==> src/rtl/mdio_pkg.sv <==
package mdio_pkg;

  localparam int unsigned DATA_W    = 16;
  localparam int unsigned ADDR_W    = 5;
  localparam int unsigned CNT_W     = 4;
  localparam int unsigned LOW_LAST  = 6;
  localparam int unsigned VEND_FIRST = 16;
  localparam int unsigned VEND_LAST  = 18;
  localparam int unsigned NUM_REGS  = (LOW_LAST + 1) + (VEND_LAST - VEND_FIRST + 1);
  localparam int unsigned SLOT_W    = $clog2(NUM_REGS);

  localparam logic [1:0] OP_READ  = 2'b10;
  localparam logic [1:0] OP_WRITE = 2'b01;

  typedef enum logic [2:0] {
    ST_HUNT,
    ST_SFD,
    ST_OP,
    ST_PHY,
    ST_REG,
    ST_TA1,
    ST_TA2,
    ST_DATA
  } frame_st_e;

endpackage

==> src/rtl/mdio_preamble_det.sv <==
module mdio_preamble_det #(
  parameter int unsigned PRE_LEN = 32
) (
  input  logic clk,
  input  logic rst_n,
  input  logic hunt,
  input  logic bit_in,
  output logic pre_ok
);
  localparam int unsigned PC_W = $clog2(PRE_LEN + 1);
  localparam logic [PC_W-1:0] PC_MAX = PC_W'(PRE_LEN);

  logic [PC_W-1:0] ones_q, ones_d;

  always_comb begin
    ones_d = ones_q;
    if (!hunt) begin
      ones_d = '0;
    end else if (bit_in) begin
      if (ones_q != PC_MAX) ones_d = ones_q + 1'b1;
    end else begin
      ones_d = '0;
    end
  end

  always_ff @(posedge clk or negedge rst_n) begin
    if (!rst_n) ones_q <= '0;
    else        ones_q <= ones_d;
  end

  assign pre_ok = (ones_q == PC_MAX);

  p_ones_bounded_r2: assert property (@(posedge clk) disable iff (!rst_n)
    ones_q <= PC_MAX);

endmodule

==> src/rtl/mdio_regfile.sv <==
module mdio_regfile
  import mdio_pkg::*;
(
  input  logic              clk,
  input  logic              rst_n,
  input  logic [ADDR_W-1:0] addr,
  input  logic              wr_en,
  input  logic [DATA_W-1:0] wr_data,
  output logic [DATA_W-1:0] rd_data
);
  logic              hit;
  logic [SLOT_W-1:0] slot;
  logic [NUM_REGS-1:0][DATA_W-1:0] store;

  always_comb begin
    hit  = 1'b0;
    slot = '0;
    if (addr <= ADDR_W'(LOW_LAST)) begin
      hit  = 1'b1;
      slot = SLOT_W'(addr);
    end else if (addr >= ADDR_W'(VEND_FIRST) && addr <= ADDR_W'(VEND_LAST)) begin
      hit  = 1'b1;
      slot = SLOT_W'(addr - ADDR_W'(VEND_FIRST - LOW_LAST - 1));
    end
  end

  for (genvar g = 0; g < NUM_REGS; g++) begin : g_slot
    logic              en;
    logic [DATA_W-1:0] q;
    assign en = wr_en && hit && (slot == SLOT_W'(g));
    always_ff @(posedge clk or negedge rst_n) begin
      if (!rst_n)  q <= '0;
      else if (en) q <= wr_data;
    end
    assign store[g] = q;
  end

  always_comb begin
    rd_data = '0;
    for (int i = 0; i < NUM_REGS; i++) begin
      if (hit && slot == SLOT_W'(i)) rd_data = store[i];
    end
  end

  // a write aimed outside the implemented set leaves all words untouched
  p_unimpl_write_ignored_r8: assert property (@(posedge clk) disable iff (!rst_n)
    (wr_en && !hit) |=> $stable(store));

endmodule

==> src/rtl/mdio_frame_ctrl.sv <==
module mdio_frame_ctrl
  import mdio_pkg::*;
(
  input  logic              clk,
  input  logic              rst_n,
  input  logic              mdio_in,
  input  logic [ADDR_W-1:0] phy_strap,
  input  logic              pre_ok,
  input  logic [DATA_W-1:0] rd_data,
  output logic              hunt,
  output logic [ADDR_W-1:0] reg_addr,
  output logic              wr_en,
  output logic [DATA_W-1:0] wr_data,
  output logic              mdio_out,
  output logic              mdio_oe
);
  localparam logic [CNT_W-1:0] LAST_OP   = CNT_W'(1);
  localparam logic [CNT_W-1:0] LAST_ADDR = CNT_W'(ADDR_W - 1);
  localparam logic [CNT_W-1:0] LAST_DATA = CNT_W'(DATA_W - 1);

  frame_st_e         state_q, state_d;
  logic [CNT_W-1:0]  bcnt_q, bcnt_d;
  logic [1:0]        op_q, op_d;
  logic [ADDR_W-1:0] phy_q, phy_d;
  logic [ADDR_W-1:0] reg_q, reg_d;
  logic [DATA_W-1:0] sh_q, sh_d;
  logic              oe_q, oe_d;
  logic              out_q, out_d;
  logic              is_read;

  assign is_read = (op_q == OP_READ);

  always_comb begin
    state_d = state_q;
    bcnt_d  = bcnt_q;
    op_d    = op_q;
    phy_d   = phy_q;
    reg_d   = reg_q;
    sh_d    = sh_q;
    oe_d    = oe_q;
    out_d   = out_q;
    wr_en   = 1'b0;
    wr_data = {sh_q[DATA_W-2:0], mdio_in};
    unique case (state_q)
      ST_HUNT: begin
        if (!mdio_in && pre_ok) state_d = ST_SFD;
      end
      ST_SFD: begin
        bcnt_d  = '0;
        state_d = mdio_in ? ST_OP : ST_HUNT;
      end
      ST_OP: begin
        op_d = {op_q[0], mdio_in};
        if (bcnt_q == LAST_OP) begin
          bcnt_d  = '0;
          state_d = (op_d == OP_READ || op_d == OP_WRITE) ? ST_PHY : ST_HUNT;
        end else begin
          bcnt_d = bcnt_q + 1'b1;
        end
      end
      ST_PHY: begin
        phy_d = {phy_q[ADDR_W-2:0], mdio_in};
        if (bcnt_q == LAST_ADDR) begin
          bcnt_d  = '0;
          state_d = (phy_d == phy_strap) ? ST_REG : ST_HUNT;
        end else begin
          bcnt_d = bcnt_q + 1'b1;
        end
      end
      ST_REG: begin
        reg_d = {reg_q[ADDR_W-2:0], mdio_in};
        if (bcnt_q == LAST_ADDR) begin
          bcnt_d  = '0;
          state_d = ST_TA1;
        end else begin
          bcnt_d = bcnt_q + 1'b1;
        end
      end
      ST_TA1: begin
        state_d = ST_TA2;
        if (is_read) begin
          oe_d  = 1'b1;
          out_d = 1'b0;
          sh_d  = rd_data;
        end
      end
      ST_TA2: begin
        state_d = ST_DATA;
        bcnt_d  = '0;
        if (is_read) begin
          out_d = sh_q[DATA_W-1];
          sh_d  = {sh_q[DATA_W-2:0], 1'b0};
        end
      end
      ST_DATA: begin
        bcnt_d = bcnt_q + 1'b1;
        if (is_read) begin
          if (bcnt_q == LAST_DATA) begin
            oe_d    = 1'b0;
            out_d   = 1'b1;
            state_d = ST_HUNT;
          end else begin
            out_d = sh_q[DATA_W-1];
            sh_d  = {sh_q[DATA_W-2:0], 1'b0};
          end
        end else begin
          sh_d = {sh_q[DATA_W-2:0], mdio_in};
          if (bcnt_q == LAST_DATA) begin
            wr_en   = 1'b1;
            state_d = ST_HUNT;
          end
        end
      end
      default: state_d = ST_HUNT;
    endcase
  end

  always_ff @(posedge clk or negedge rst_n) begin
    if (!rst_n) begin
      state_q <= ST_HUNT;
      bcnt_q  <= '0;
      op_q    <= '0;
      phy_q   <= '0;
      reg_q   <= '0;
      sh_q    <= '0;
      oe_q    <= 1'b0;
      out_q   <= 1'b1;
    end else begin
      state_q <= state_d;
      bcnt_q  <= bcnt_d;
      op_q    <= op_d;
      phy_q   <= phy_d;
      reg_q   <= reg_d;
      sh_q    <= sh_d;
      oe_q    <= oe_d;
      out_q   <= out_d;
    end
  end

  assign hunt     = (state_q == ST_HUNT);
  assign reg_addr = reg_q;
  assign mdio_out = out_q;
  assign mdio_oe  = oe_q;

  logic [4:0] oe_run_q;
  always_ff @(posedge clk or negedge rst_n) begin
    if (!rst_n)    oe_run_q <= '0;
    else if (oe_q) oe_run_q <= oe_run_q + 1'b1;
    else           oe_run_q <= '0;
  end

  p_sfd_needs_preamble_r2: assert property (@(posedge clk) disable iff (!rst_n)
    (state_q == ST_SFD) |-> $past(pre_ok));

  p_no_write_on_read_r3: assert property (@(posedge clk) disable iff (!rst_n)
    wr_en |-> (op_q == OP_WRITE));

  p_ta_drive_low_r4: assert property (@(posedge clk) disable iff (!rst_n)
    $rose(oe_q) |-> !out_q);

  p_oe_own_addr_r5: assert property (@(posedge clk) disable iff (!rst_n)
    oe_q |-> (phy_q == phy_strap));

  p_oe_window_r7: assert property (@(posedge clk) disable iff (!rst_n)
    oe_q |-> (oe_run_q < 5'd17));

  p_oe_release_hunt_r7: assert property (@(posedge clk) disable iff (!rst_n)
    $fell(oe_q) |-> (state_q == ST_HUNT));

endmodule

==> src/rtl/mdio_responder.sv <==
module mdio_responder
  import mdio_pkg::*;
#(
  parameter int unsigned PRE_LEN = 32
) (
  input  logic              mdc,
  input  logic              rst_n,
  input  logic [ADDR_W-1:0] phy_addr_strap,
  input  logic              mdio_in,
  output logic              mdio_out,
  output logic              mdio_oe
);
  logic [1:0]        rst_sync_q;
  logic              core_rst_n;
  logic              hunt;
  logic              pre_ok;
  logic [ADDR_W-1:0] reg_addr;
  logic              wr_en;
  logic [DATA_W-1:0] wr_data;
  logic [DATA_W-1:0] rd_data;

  always_ff @(posedge mdc or negedge rst_n) begin
    if (!rst_n) rst_sync_q <= 2'b00;
    else        rst_sync_q <= {rst_sync_q[0], 1'b1};
  end
  assign core_rst_n = rst_sync_q[1];

  mdio_preamble_det #(.PRE_LEN(PRE_LEN)) u_pre (
    .clk    (mdc),
    .rst_n  (core_rst_n),
    .hunt   (hunt),
    .bit_in (mdio_in),
    .pre_ok (pre_ok)
  );

  mdio_frame_ctrl u_ctrl (
    .clk       (mdc),
    .rst_n     (core_rst_n),
    .mdio_in   (mdio_in),
    .phy_strap (phy_addr_strap),
    .pre_ok    (pre_ok),
    .rd_data   (rd_data),
    .hunt      (hunt),
    .reg_addr  (reg_addr),
    .wr_en     (wr_en),
    .wr_data   (wr_data),
    .mdio_out  (mdio_out),
    .mdio_oe   (mdio_oe)
  );

  mdio_regfile u_regs (
    .clk     (mdc),
    .rst_n   (core_rst_n),
    .addr    (reg_addr),
    .wr_en   (wr_en),
    .wr_data (wr_data),
    .rd_data (rd_data)
  );

  // the line is never driven while reset is held
  p_reset_quiet_r1: assert property (@(posedge mdc)
    !core_rst_n |=> !mdio_oe);

endmodule

==> config.mk <==
export PLATFORM = sky130hd
export DESIGN_NAME = mdio_responder
export DESIGN_NICKNAME = d
export VERILOG_FILES = /design/src/rtl/mdio_pkg.sv /design/src/rtl/mdio_preamble_det.sv /design/src/rtl/mdio_regfile.sv /design/src/rtl/mdio_frame_ctrl.sv /design/src/rtl/mdio_responder.sv
export SDC_FILE = /design/constraint.sdc
export NUM_CORES = 1
export LEC_CHECK = 0
export BUFFER_PORTS_ARGS = -buffer_cell sky130_fd_sc_hd__buf_2
export CORE_MARGIN = 2
export CORE_UTILIZATION = 71
export CTS_BUF_LIST = sky130_fd_sc_hd__clkbuf_4 sky130_fd_sc_hd__clkbuf_8
export CTS_CLUSTER_DIAMETER = 200
export DETAILED_ROUTE_END_ITERATION = 8
export GPL_TIMING_DRIVEN = 0
export PLACE_DENSITY = 0.95
export SYNTH_ARGS = -nofsm -noshare
export SYNTH_HDL_FRONTEND = slang
export SYNTH_HIERARCHICAL = 1
export SYNTH_SLANG_ARGS = --single-unit
export TNS_END_PERCENT = 10
==> constraint.sdc <==
create_clock -name mdc -period 19.45 [get_ports mdc]
set_input_delay 0.9725 -clock mdc [delete_from_list [all_inputs] [get_ports mdc]]
set_output_delay 0.9725 -clock mdc [all_outputs]
set_load 0.02 [all_outputs]
* Word level (Yosys, flattened, before mapping) *
Cells that the tools add are included.

word-level totals
  register bits after elaboration = 204
  latch bits = 0
  RAM bits = 0
  ROM bits = 0
  output and inout bits = 2
  word-level logic and storage cells = 143
  memories = 0

operators by class
  add/subtract/negate cells = 3
  multiply operators = 0
  divide/modulo/power cells = 0
  order comparisons = 3
  eq/ne operators = 35
  shift operators = 0
  multiplexer cells = 46
  bitwise gates (word level) = 0
  reduce and logical (&&, ||, !) cells = 36

operators with widths
  cell                                                             count
  two-way mux 16 bit                                               14
  one-hot mux 16 bit (3 select lines)                              1
  one-hot mux 3 bit (8 select lines)                               1
  logical AND 1 bit                                                23
  == test 4 x 3 -> 1 bit (second input constant)                   5
  two-way mux 3 bit                                                6
  two-way mux 6 bit                                                3
  two-way mux 4 bit                                                4
  inequality test 2 x 1 -> 1 bit (second input constant)           8
  one-hot mux 4 bit (4 select lines)                               1
  == test 3 bit (second input constant)                            4
  == test 4 bit (second input constant)                            3
  two-way mux 1 bit                                                12
  AND reduction 4 bit                                              3
  == test 4 x 1 -> 1 bit (second input constant)                   2
  == test 4 x 2 -> 1 bit (second input constant)                   2
  adder 6 x 1 -> 6 bit (second input constant)                     1
  == test 3 x 2 -> 1 bit (second input constant)                   2
  == test 6 bit (second input constant)                            1
  inequality test 3 bit (second input constant)                    2
  inequality test 6 bit (second input constant)                    1
  == test 5 bit                                                    1
  >= comparator 5 bit (second input constant)                      1
  less-or-equal comparator 5 x 3 -> 1 bit (second input constant)  1
  other kinds (18)                                                 21

* Longest topological paths before layout *
Gate-level depths: netlist of run 1.

  depth in word-level cells = 18
  mapped depth = 12
  depth with buffers taken out = 10

* Modules after synthesis *
Netlist of run 1, hierarchy kept.

modules (own cells, without submodules)
  module             times used  cells each  area each (um^2)
  mdio_regfile       1           633         7736.2
  mdio_frame_ctrl    1           189         2204.6
  mdio_preamble_det  1           32          317.8
  mdio_responder     1           3           53.8

* Worst setup path after synthesis of run 1 *
No wires, ideal clock.

  path kind = reg2reg
  from = reg u_ctrl.reg_q[0], in the netlist u_ctrl/reg_addr[0]
  to = reg u_ctrl.sh_q[15]
  library setup time = 0.125 ns
  arrival = 2.712 ns
  data required time = 19.325 ns
  setup slack = 16.614 ns
  cell stages (with the launch flop) = 13
  path buffers = 2
  period minus slack after synthesis = 2.836 ns
  cells stage by stage = dfrtp_1 > inv_1 > ha_1 > and3b_2 > a211oi_4 > a21oi_1 > and2_1 > buf_2 > clkbuf_1 > a22oi_1 > o31ai_1 > mux2_2 > mux2_2

on the way
  word-level cells in the longest chain between the ends = 18
  elaborated cells between the ends (all ways) = 41

RTL lines
  element                                                                       RTL line                RTL
  from (decl)                                                                   mdio_frame_ctrl.sv:25   logic [ADDR_W-1:0] reg_q, reg_d;
  from (signal assigned)                                                        mdio_frame_ctrl.sv:133  reg_q <= reg_d;
  >= comparator 5 bit / less-or-equal comparator 5 bit (equally long branches)  mdio_regfile.sv:21      end else if (addr >= ADDR_W'(VEND_FIRST) && addr <= ADDR_W'(VEND_LAST)) begin
  logical AND 1 bit                                                             mdio_regfile.sv:21
  two-way mux 4 bit                                                             mdio_regfile.sv:21
  two-way mux 4 bit                                                             mdio_regfile.sv:18      if (addr <= ADDR_W'(LOW_LAST)) begin
  zero test 4 bit                                                               mdio_regfile.sv:41      if (hit && slot == SLOT_W'(i)) rd_data = store[i];
  logical AND 1 bit                                                             mdio_regfile.sv:41
  two-way mux 16 bit (9 in series)                                              mdio_regfile.sv:41
  two-way mux 16 bit (*)                                                        mdio_regfile.sv:41
  via rd_data[15]                                                               mdio_responder.sv:20    logic [DATA_W-1:0] rd_data;
  two-way mux 16 bit (*)                                                        mdio_frame_ctrl.sv:81   if (is_read) begin
  one-hot mux 16 bit (3 select lines) (*)                                       mdio_frame_ctrl.sv:44   unique case (state_q)
  to (signal assigned)                                                          mdio_frame_ctrl.sv:125  sh_q <= '0;
  to (signal assigned)                                                          mdio_frame_ctrl.sv:134  sh_q <= sh_d;
  to (decl)                                                                     mdio_frame_ctrl.sv:26   logic [DATA_W-1:0] sh_q, sh_d;

The timed path passes the listed nets; every way through them passes the cells marked *. The select of a mux whose other input is x is not followed.
A chain may end at the register's enable or synchronous reset.

* Final worst setup path of run 1 *
  from = reg u_ctrl.reg_q[0], in the netlist u_ctrl/reg_addr[0]
  to = reg u_ctrl.sh_q[5]

Same word-level chain as after synthesis.

==> results by group, run 1 <==
Status
  – Status: completed

Routing
  – Initial DRC count: 1,008
  – Residual DRC: 0
  – Detailed-route via count: 7,549
  – WL final: 26.6 mm
  – Wire per inst: 24.0 um
  – Routed Antenna Nets: 0
  – Drt via density: approximately 7
  – Pre-Repair DR Iteration Count: 5

Clock network
  – Post-CTS sizing: 0
  – Worst-case clock buffer depth: 3
  – CTS buffer count: 35
  – H-tree depth: 2
  – Clk root buf: clkbuf_8
  – CTS clk-pin slew, worst paths: 60 ps
  – Setup bufs post-CTS: 0
  – Worst skew pair latency: approximately 530 ps
  – CTS sink cnt: about 200
  – Post-CTS Hold Buffers: 0
  – TritonCTS clock tree: done

Power and ir drop
  – LEAKAGE: 5.41 nW
  – Worst VDD drop: roughly 0.12 mV
  – P per Cell Area: 131 nW/um2

Worst hold path
  – Hold Path Class: in -> async

STA
  – Fin. max-slew vios: 0
  – Layout Skew: 26.5 ps
  – Worst Tran Pin Value: 1120 ps
  – Period utilisation layout: 0.197
  – Final hold violation count: 0
  – Final setup vio count: 0
  – Tmin final: 3830 ps
  – TNS Setup: 0 ps
  – Slew HR: 0.252
  – Fmax: 0.261 GHz
  – Unrepaired setup endpoints after global routing: no

Logic synthesis
  – Synth Area in Adders: 0.00849
  – Gate Count Post-Synth: 857
  – Area leader, netlist: dfrtp_1
  – Synth top area share: 0.493
  – Main combinational cell family by area after synthesis: multiplexers
  – Post-synthesis cell area: 10,300 um2
  – Register area share after synthesis: 0.495
  – Synth unique cells: 74
  – EDFF count, synth: 0
  – Synth Area in XOR/XNOR: 0.00849
  – Post-synthesis mux area share: 0.235
  – Syn nets: 872
  – Synth Flop Type: dfrtp_1
  – Largest cells by area after synthesis: dfrtp_1, mux2_2, mux2_4
  – Ys Warns: 6
  – Post-synthesis async set-or-reset flop share: 1.00
  – Post-synthesis simple-gate area fraction: 0.0986
  – Syn_area_per_cell: 12.0 um2
  – Synth Area in Compound Gates: 0.104
  – #FFs+latches synth: ~200

Layout
  – # diodes: 0
  – Design Area, Final: 11,300 um2
  – Most frequent cells in the layout: dfrtp_1, mux2_2, nand2_1
  – Fraction of layout cells with a size suffix above 1: 0.376
  – Most common cell after layout, fill and taps aside: dfrtp_1
  – Layout fillers: between 700 and 800
  – Synth-to-Final Area Change: 9.67%
  – Net count, final: 920

Worst setup path
  – CP max FO: 10
  – Startpoint Class: flip-flop
  – Reg2reg end: u_ctrl/sh_q[5]$_DFFE_PN0P_
  – Crit Path Class: reg -> reg
  – R2r worst-path depth: 12
  – Worst setup EP type: flip-flop
  – Arrival time at the worst endpoint: between 4000 and 5000 ps
  – Worst Path Required: 19,850 ps
  – Worst r2r src: u_ctrl/reg_addr[0]$_DFFE_PN0P_
  – Worst reg-to-reg setup slack: 15,620 ps

Die
  – Std cell rows: 44
  – Core area: between 10,000 and 15,000 um2
  – Initial Util: 0.718
  – Num ports: 10
  – Die ar.: 15,500 um2
  – Die Width: 125 um
  – Die H: between 100 and 150 um

Place
  – GP Congestion: 0.884
  – PortBufs: 9
  – Hpwl dp: 16.8 mm
  – DP Area: 10,600 um2

Global routing
  – Vias in the first global route: 8,105
  – Initial antenna violation count: 0
  – Total global-route track usage: 0.346
  – Largest net degree at the start of global routing: between 70 and 80
  – GRT Residual Overflow: 0
  – Global-route wire length before repair: 42.4 mm

Job
  – MaxCap Viol Count: 0
-- power breakdown --
part	switching [mW]	total (mW)	internal [mW]	leakage (nW)
logic	0.401	0.604	0.202	2.27
clock network	0.164	0.378	0.213	0.357
registers	0.0393	0.498	0.459	2.79
total	0.605	1.48	0.874	5.41
-- metrics by stage --
step	setup slack [ps]	total power [mW]	cells	hold WS [ps]	util
after detailed placement	15890	1.07	1052	340	0.741
after global placement	11320	1.04	1050	335	0.737
after global routing	15530	1.54	1107	234	0.787
after CTS	15800	1.46	1107	224	0.787
final	15620	1.48	1107	237	0.787
after floorplan	13350	0.905	857	331	-
-- sequential cells by signal, indices dropped and copies added, names as in the netlist --
name             count
u_ctrl/mdio_out      1
u_ctrl/reg_addr      5
u_ctrl/state_q       3
u_ctrl/op_q          2
u_ctrl/sh_q         16
u_regs/g_slot.q    160
u_ctrl/bcnt_q        4
u_ctrl/mdio_oe       1
u_pre/ones_q         6
u_ctrl/phy_q         4
rst_sync_q           2
-- per-layer routing --
layer / vias up / global-route usage / routed length, um
met3: 139 / 0.0906 / 2710
met1: 3721 / 0.436 / 10000
met5: - / 0 / 0
met2: 519 / 0.540 / 12400
met4: 0 / 0.207 / 1500
li1: 3170 / - / -
-- cell families (layout without fill, tap and decap cells) --
family	count (synthesis)	after routing
buf+inv	89	155
mux	206	206
fa+ha+maj	7	7
other cells	1	1
compound gates	152	152
flops	204	204
xor+xnor	10	10
simple gates	188	188
-- critical path, stage by stage, from the launching register on --
cell and delay [ps]:
dfrtp_1 490, inv_1 160, ha_1 320, a21oi_1 250, a22oi_2 150, buf_4 220, nand3_1 150, clkbuf_1 520
o2bb2ai_1 170, a211oi_1 500, o22ai_1 210, mux2_2 300, mux2_2 260
-- cell type report --
cell class                 instances  area [um2]  share of cell area
timing repair buffer              11         100             0.00885
tap                              184         230              0.0204
clock buffer                      55         663              0.0586
buffer                            77         473              0.0418
inverter                          12        45.0             0.00398
sequential                       204        5110               0.452
multi-input combinational        564        4690               0.415
-- cells in the mapped netlist, types with 3 or more instances --
cell / number
nand4_1: 3
buf_2: 18
nor2_1: 41
a211oi_1: 20
or3b_1: 3
nand4b_1: 3
o22ai_1: 17
buf_4: 22
o21ai_0: 15
o31ai_1: 7
buf_6: 9
nor3_1: 12
ha_1: 7
mux2_1: 6
o2bb2ai_1: 10
nand2b_1: 7
nand2_1: 66
mux2i_1: 5
dfrtp_1: 203
a21oi_1: 42
a22o_1: 5
xor2_1: 4
o32ai_1: 4
nand2_2: 4
a22oi_1: 5
and2_1: 3
mux2_4: 29
xnor2_1: 6
nand3_2: 6
buf_1: 16
clkbuf_1: 11
a31oi_1: 3
inv_1: 12
nor3b_1: 4
nand3_1: 11
mux2_2: 166
-- how the worst max path moves through the flow --
stage,startpoint,endpoint
floorplan,rst_sync_q[1]$_DFF_PN0_,u_ctrl/bcnt_q[0]$_DFFE_PN0P_
global placement,rst_sync_q[1]$_DFF_PN0_,u_regs/g_slot[2].q[7]$_DFFE_PN0P_
detailed placement,u_ctrl/reg_addr[0]$_DFFE_PN0P_,u_ctrl/sh_q[15]$_DFFE_PN0P_
CTS,u_ctrl/reg_addr[0]$_DFFE_PN0P_,u_ctrl/sh_q[5]$_DFFE_PN0P_
global route,u_ctrl/reg_addr[0]$_DFFE_PN0P_,u_ctrl/sh_q[5]$_DFFE_PN0P_
finish,u_ctrl/reg_addr[0]$_DFFE_PN0P_,u_ctrl/sh_q[5]$_DFFE_PN0P_
Note: power is estimated with default switching activity, not from simulation.
==> run 2, diff against run 1 <==
--- a/config.mk
+++ b/config.mk
@@ -7,12 +7,12 @@
 export LEC_CHECK = 0
 export BUFFER_PORTS_ARGS = -buffer_cell sky130_fd_sc_hd__buf_2
 export CORE_MARGIN = 2
-export CORE_UTILIZATION = 71
+export CORE_UTILIZATION = 59
 export CTS_BUF_LIST = sky130_fd_sc_hd__clkbuf_4 sky130_fd_sc_hd__clkbuf_8
 export CTS_CLUSTER_DIAMETER = 200
 export DETAILED_ROUTE_END_ITERATION = 8
 export GPL_TIMING_DRIVEN = 0
-export PLACE_DENSITY = 0.95
+export PLACE_DENSITY = 0.87
 export SYNTH_ARGS = -nofsm -noshare
 export SYNTH_HDL_FRONTEND = slang
 export SYNTH_HIERARCHICAL = 1
==> constraint.sdc (replaced) <==
create_clock -name mdc -period 3.19 [get_ports mdc]
set_input_delay 0.1595 -clock mdc [delete_from_list [all_inputs] [get_ports mdc]]
set_output_delay 0.1595 -clock mdc [all_outputs]
set_load 0.02 [all_outputs]
==> results by group, run 2 (synthesis gave the netlist of run 1 again) <==
Status
  – Status: completed

Clock network
  – Worst skew pair latency: 540 ps (about the same)
  – CTS clk-pin slew, worst paths: 60 ps (about the same)
  – CTS buffer count: 35 (unchanged)
  – Clk root buf: clkbuf_8
  – TritonCTS clock tree: done
  – Worst-case clock buffer depth: 3 (unchanged)
  – CTS sink cnt: 204 (unchanged)
  – H-tree depth: 2 (unchanged)

STA
  – Slew HR: 0.595 (+0.343)
  – Fmax: 0.323 GHz (+23%)
  – Fin. max-slew vios: 0 (unchanged)
  – Final setup vio count: 0 (unchanged)
  – Worst Tran Pin Value: 603 ps (-517 ps)
  – Unrepaired setup endpoints after global routing: yes
  – Final hold violation count: 0 (unchanged)
  – Period utilisation layout: 0.972 (+0.775)
  – Hold WS: 51.9 ps (-185 ps)
  – Layout Skew: 21.2 ps (-5.30 ps)
  – Tmin final: 3100 ps (-725 ps)

Die
  – Initial Util: 0.600 (-0.117)
  – Die H: 136 um (+9.4%)
  – Core area: 17,200 um2 (+20%)
  – Die Width: 136 um (+9.4%)
  – Die ar.: 18,600 um2 (+20%)
  – Num ports: 10 (unchanged)
  – Std cell rows: 48 (+9.1%)

Layout
  – Largest regs: u_regs/g_slot.q: 160 flops, u_ctrl/sh_q: 16 flops, u_pre/ones_q: 6 flops
  – # diodes: 0 (unchanged)
  – Utilization after layout: 0.674 (-0.113)
  – Number of flip-flops in the largest register: 160 (unchanged)
  – Most frequent cells in the layout: dfrtp_1, mux2_2, nand2_1
  – Design Area, Final: 11,600 um2 (+2.3%)
  – Net count, final: 932 (+1.3%)
  – Final cell count without fillers: 1,163 (+5.1%)
  – Synth-to-Final Area Change: 12.2%
  – Most common cell after layout, fill and taps aside: dfrtp_1
  – Fraction of layout cells with a size suffix above 1: 0.399 (+0.0228)
  – Most flops, register: u_regs/g_slot.q

Worst setup path
  – Crit Path Class: reg -> reg
  – CP max FO: 10 (unchanged)
  – Worst setup EP type: flip-flop
  – Startpoint Class: flip-flop
  – Arrival time at the worst endpoint: 3520 ps (-700 ps)
  – Worst Path Required: 3610 ps (-16,240 ps)

Power and ir drop
  – P per Cell Area: 790 nW/um2 (+500%)
  – Worst VDD drop: 0.597 mV (+410%)
  – LEAKAGE: 5.51 nW (+1.9%)

Place
  – Post-Place Cells: 1,094 (+4.0%)
  – DP Area: 10,700 um2 (+0.74%)
  – GP Congestion: 0.866 (-2.0%)
  – Hpwl dp: 15.5 mm (-7.8%)
  – PortBufs: 9 (unchanged)

Global routing
  – Global-route wire length before repair: 39.3 mm (-7.3%)
  – GRT Residual Overflow: 0 (unchanged)
  – Initial antenna violation count: 0 (unchanged)
  – Largest net degree at the start of global routing: 73 (unchanged)
  – Vias in the first global route: 7,567 (-6.6%)
  – Total global-route track usage: 0.275 (-0.0710)

Routing
  – Initial DRC count: 690 (-32%)
  – Detailed-route via count: 7,188 (-4.8%)
  – Pre-Repair DR Iteration Count: 5 (unchanged)
  – Residual DRC: 0 (unchanged)
  – WL final: 24.1 mm (-9.4%)
  – Drt via density: 6.18 (-9.4%)
  – Wire per inst: 20.7 um (-14%)
  – Routed Antenna Nets: 0 (unchanged)

Worst hold path
  – Hold Path Class: in -> reg

Job
  – MaxCap Viol Count: 0 (unchanged)
-- run 2: routing by layer --
metal | share of wire | wire [um] | vias up | track usage
li1 | - | - | 3205 | -
met1 | 0.43 | 10300 | 3640 | 0.360
met2 | 0.48 | 11500 | 271 | 0.436
met3 | 0.057 | 1380 | 72 | 0.0600
met4 | 0.039 | 952 | 0 | 0.131
met5 | 0 | 0 | - | 0
-- run 2: cell type report --
cell class / instances / area, um2
sequential: 204 / 5110
buffer: 77 / 498
multi-input combinational: 564 / 4730
clock inverter: 7 / 42.5
clock buffer: 51 / 652
inverter: 12 / 45.0
fill: 1201 / 5600
timing repair buffer: 23 / 218
tap: 225 / 282
-- run 2: critical path, cell delays in order (launching register included) --
cell,delay [ps]
dfrtp_2,450
inv_2,130
ha_1,170
and3b_2,260
o2bb2ai_2,240
buf_6,220
clkbuf_2,330
nand3_1,270
o32ai_1,240
o31ai_1,130
mux2_2,300
mux2_4,260
-- run 2: what timing repair did --
| item | 4_1_cts | 5_1_grt |
|---|---|---|
| hold endpoints to repair | 3 | 0 |
| setup buffers | 5 | 3 |
| pin swaps | 3 | 2 |
| cloned | 0 | 0 |
| gates resized for setup | 13 | 14 |
| endpoints found under the setup margin | 15 | 25 |
| hold buffers | 3 | 0 |
-- run 2: path summary, 6_finish.rpt --
kind                                                startpoint                                end  slack [ps]  cells past startpoint
worst min-delay path                         phy_addr_strap[4]      u_ctrl/state_q[2]$_DFFE_PN0P_          50                      5
min in group asynchronous              rst_sync_q[1]$_DFF_PN0_  u_regs/g_slot[7].q[8]$_DFFE_PN0P_         200                      0
worst max register to register  u_ctrl/reg_addr[0]$_DFFE_PN0P_         u_ctrl/sh_q[7]$_DFFE_PN0P_          90                     11
worst max-delay path            u_ctrl/reg_addr[0]$_DFFE_PN0P_         u_ctrl/sh_q[7]$_DFFE_PN0P_          90                     11
worst min register to register         rst_sync_q[1]$_DFF_PN0_  u_regs/g_slot[7].q[8]$_DFFE_PN0P_         200                      0
max in group asynchronous              rst_sync_q[1]$_DFF_PN0_  u_regs/g_slot[2].q[3]$_DFFE_PN0P_        2090                      2
-- run 2: report_power, final --
group	internal [mW]	total, mW	switching, mW	leakage (nW)
clock	1.31	2.34	1.03	0.362
sequential	2.80	3.02	0.220	2.78
combinational	1.40	3.78	2.38	2.37
-- run 2: metrics by stage --
stage                     worst slack, ps  TNS [ps]  power [mW]
after floorplan                       354         0        5.52
after global placement               -138     -1290        6.39
after detailed placement             -217     -2140        6.51
after CTS                            36.3         0        9.01
after global routing                -10.0     -26.4        9.62
final                                89.6         0        9.14
==> run 3, diff against run 2 <==
--- a/config.mk
+++ b/config.mk
@@ -7,12 +7,11 @@
 export LEC_CHECK = 0
 export BUFFER_PORTS_ARGS = -buffer_cell sky130_fd_sc_hd__buf_2
 export CORE_MARGIN = 2
-export CORE_UTILIZATION = 59
+export CORE_UTILIZATION = 35
 export CTS_BUF_LIST = sky130_fd_sc_hd__clkbuf_4 sky130_fd_sc_hd__clkbuf_8
 export CTS_CLUSTER_DIAMETER = 200
 export DETAILED_ROUTE_END_ITERATION = 8
-export GPL_TIMING_DRIVEN = 0
-export PLACE_DENSITY = 0.87
+export PLACE_DENSITY = 0.5
 export SYNTH_ARGS = -nofsm -noshare
 export SYNTH_HDL_FRONTEND = slang
 export SYNTH_HIERARCHICAL = 1
==> results by group, run 3 (synthesis gave the netlist of run 1 again) <==
Status
  – Status: completed

Global routing
  – Largest net degree at the start of global routing: 72 (-1.4%)
  – Total global-route track usage: 0.172 (-0.102)
  – Initial antenna violation count: 0 (unchanged)
  – Vias in the first global route: 6,995 (-7.6%)
  – GRT Residual Overflow: 0 (unchanged)
  – Global-route wire length before repair: 41.2 mm (+4.9%)

Worst setup path
  – Arrival time at the worst endpoint: 3440 ps (-80 ps)
  – Worst Setup SP: u_ctrl/reg_addr[1]$_DFFE_PN0P_
  – Crit Path Class: reg -> reg
  – Number of cells on the critical path: 12 (+1)
  – Buf/Inv on CP: 3 (unchanged)
  – Reg2reg end: u_ctrl/sh_q[11]$_DFFE_PN0P_
  – Worst path max stage delay: 490 ps (+40 ps)
  – CP endpoint: u_ctrl/sh_q[11]$_DFFE_PN0P_
  – Startpoint Class: flip-flop
  – CP max FO: 17 (+7)
  – R2r worst-path depth: 12 (+1)
  – Worst Path Required: 3580 ps (-30 ps)
  – Critical path's slowest cell: dfrtp_1
  – Worst setup EP type: flip-flop
  – Worst-path cell chain: inv_1, ha_1, a21oi_1, a22oi_2, buf_4, nor4_4, buf_12, a22o_1, nor3_1, o31ai_1, mux2_2, mux2_4
  – Worst r2r src: u_ctrl/reg_addr[1]$_DFFE_PN0P_
  – CP delay by family, top: compound AO/OA/AOI/OAI gates
  – Worst reg-to-reg setup slack: 140 ps (+50 ps)

Power and ir drop
  – Switching pwr: 3.58 mW (-1.5%)
  – Int Pwr: 5.50 mW (about the same)
  – Clock power share: 0.276 (+0.020)
  – Power share of the sequential group: 0.351 (+0.021)
  – P per Cell Area: 786 nW/um2 (-0.46%)
  – LEAKAGE: 5.38 nW (-2.4%)
  – Switching Share: 0.394 (-0.00357)
  – Logic pwr share: 0.373 (-0.041)
  – Worst VDD drop: 0.381 mV (-36%)

STA
  – Unrepaired setup endpoints after global routing: yes
  – Layout Skew: 33.6 ps (+12.4 ps)
  – Fin. max-slew vios: 0 (unchanged)
  – Final hold violation count: 0 (unchanged)
  – Slew HR: 0.475 (-0.121)
  – Final setup vio count: 0 (unchanged)
  – Worst Tran Pin Value: 786 ps (+184 ps)
  – Fmax: 0.328 GHz (+1.6%)
  – Period utilisation layout: 0.956 (-0.0157)
  – Tmin final: 3050 ps (-50.1 ps)
  – Worst Setup Slack, final: 140 ps (+50.1 ps)

Clock network
  – H-tree depth: 2 (unchanged)
  – Worst skew pair latency: 530 ps (about the same)
  – Clk root buf: clkbuf_8
  – CTS sink cnt: 204 (unchanged)
  – Worst-case clock buffer depth: 3 (unchanged)
  – CTS clk-pin slew, worst paths: 50 ps (about the same)
  – TritonCTS clock tree: done
  – CTS buffer count: 37 (+5.7%)

Layout
  – Number of flip-flops in the largest register: 160 (unchanged)
  – Most flops, register: u_regs/g_slot.q
  – Design Area, Final: 11,600 um2 (-0.15%)
  – Most frequent cells in the layout: dfrtp_1, mux2_2, nand2_1
  – # diodes: 0 (unchanged)
  – Largest regs: u_regs/g_slot.q: 160 flops, u_ctrl/sh_q: 16 flops, u_pre/ones_q: 6 flops
  – Net count, final: 884 (-5.2%)
  – Most common cell after layout, fill and taps aside: dfrtp_1
  – Synth-to-Final Area Change: 12.1%
  – Fraction of layout cells with a size suffix above 1: 0.383 (-0.0153)

Place
  – Hpwl dp: 15.3 mm (-1.5%)
  – DP Area: 10,800 um2 (+0.56%)
  – PortBufs: 9 (unchanged)
  – Pre-CTS setup slack: 173 ps (+390 ps)
  – GP Congestion: 0.738 (-15%)

Routing
  – Met3 WL post-DR: 1.36 mm (-1.7%)
  – Drt via density: 5.25 (-15%)
  – Initial DRC count: 399 (-42%)
  – WL final: 25.8 mm (+7.1%)
  – Routed Antenna Nets: 0 (unchanged)
  – Wire per inst: 20.2 um (-2.4%)
  – Residual DRC: 0 (unchanged)
  – WL met1: 12.4 mm (+20%)
  – Pre-Repair DR Iteration Count: 4 (-1)
  – Max Used Layer: met4
  – Detailed-route via count: 6,702 (-6.8%)
  – WL met2: 11.7 mm (+1.8%)

Die
  – Initial Util: 0.357 (-0.243)
  – Die Width: 176 um (+29%)
  – Die H: 176 um (+29%)
  – Die ar.: 30,900 um2 (+66%)
  – Num ports: 10 (unchanged)
  – Core area: 28,900 um2 (+68%)
  – Std cell rows: 62 (+29%)

Worst hold path
  – Hold Path Class: in -> reg

Job
  – MaxCap Viol Count: 0 (unchanged)
## run 3: cell count changes in the layout (fill, tap and decap cells not counted), moves of 4 or more
cell,delta
clkinv_2,-4
buf_2,-15
buf_6,-10
buf_1,-16
clkbuf_1,-4
clkbuf_2,-5
buf_12,+8
## run 3: worst min-delay path, stage by stage
cell and delay, ps:
buf_2 80, xor2_1 130, or4_1 120, mux2i_1 60
## run 3: power by group through the flow
| stage | logic [mW] | registers (mW) | clock network [mW] |
|---|---|---|---|
| after CTS | 3.38 | 3.20 | 2.60 |
| after global routing | 3.69 | 3.24 | 2.73 |
| after floorplan | 2.48 | 3.04 | 0 |
| after global placement | 3.38 | 3.25 | 0 |
| after detailed placement | 3.36 | 3.24 | 0 |
| final | 3.39 | 3.19 | 2.51 |
## run 3: repair_timing
item	CTS	global route
setup buffers	0	0
hold buffers	2	0
setup endpoints to repair	0	3
hold endpoints to repair	2	0
gates resized for setup	0	1
## run 3: final cells by class
type,instances,area [um2]
timing repair buffer,50,458
sequential,204,5110
multi-input combinational,564,4710
fill,2859,17300
clock buffer,59,724
tap,384,480
clock inverter,3,26.3
inverter,12,45.0
## run 3: stage by stage
| stage | total power [mW] | util | instances | TNS [ps] | hold WS, ps |
|---|---|---|---|---|---|
| 3_5_place_dp | 6.60 | 0.374 | 1212 | 0 | -50.9 |
| 3_3_place_gp | 6.62 | 0.374 | 1212 | 0 | -52.6 |
| 4_1_cts | 9.17 | 0.400 | 1276 | 0 | 79.8 |
| 6_report | 9.09 | 0.400 | 1276 | 0 | 83.9 |
| 5_1_grt | 9.66 | 0.400 | 1276 | -40.8 | 85.6 |
| 2_1_floorplan | 5.52 | - | 857 | 0 | -136 |
## run 3: how the worst min path moves through the flow
stage | startpoint | endpoint | slack [ps] | cells past startpoint
floorplan | rst_n | rst_sync_q[0]$_DFF_PN0_ | -140 | 0
global placement | rst_n | rst_sync_q[0]$_DFF_PN0_ | -50 | 1
detailed placement | rst_n | rst_sync_q[0]$_DFF_PN0_ | -50 | 1
CTS | phy_addr_strap[1] | u_ctrl/state_q[2]$_DFFE_PN0P_ | 80 | 4
global route | phy_addr_strap[1] | u_ctrl/state_q[2]$_DFFE_PN0P_ | 90 | 4
finish | phy_addr_strap[1] | u_ctrl/state_q[2]$_DFFE_PN0P_ | 80 | 4
## run 3: layer usage
| metal | track usage | vias to the layer above |
|---|---|---|
| met5 | 0 | - |
| met4 | 0.0393 | 0 |
| met3 | 0.0294 | 29 |
| met2 | 0.270 | 133 |
| met1 | 0.250 | 3441 |
| li1 | - | 3099 |
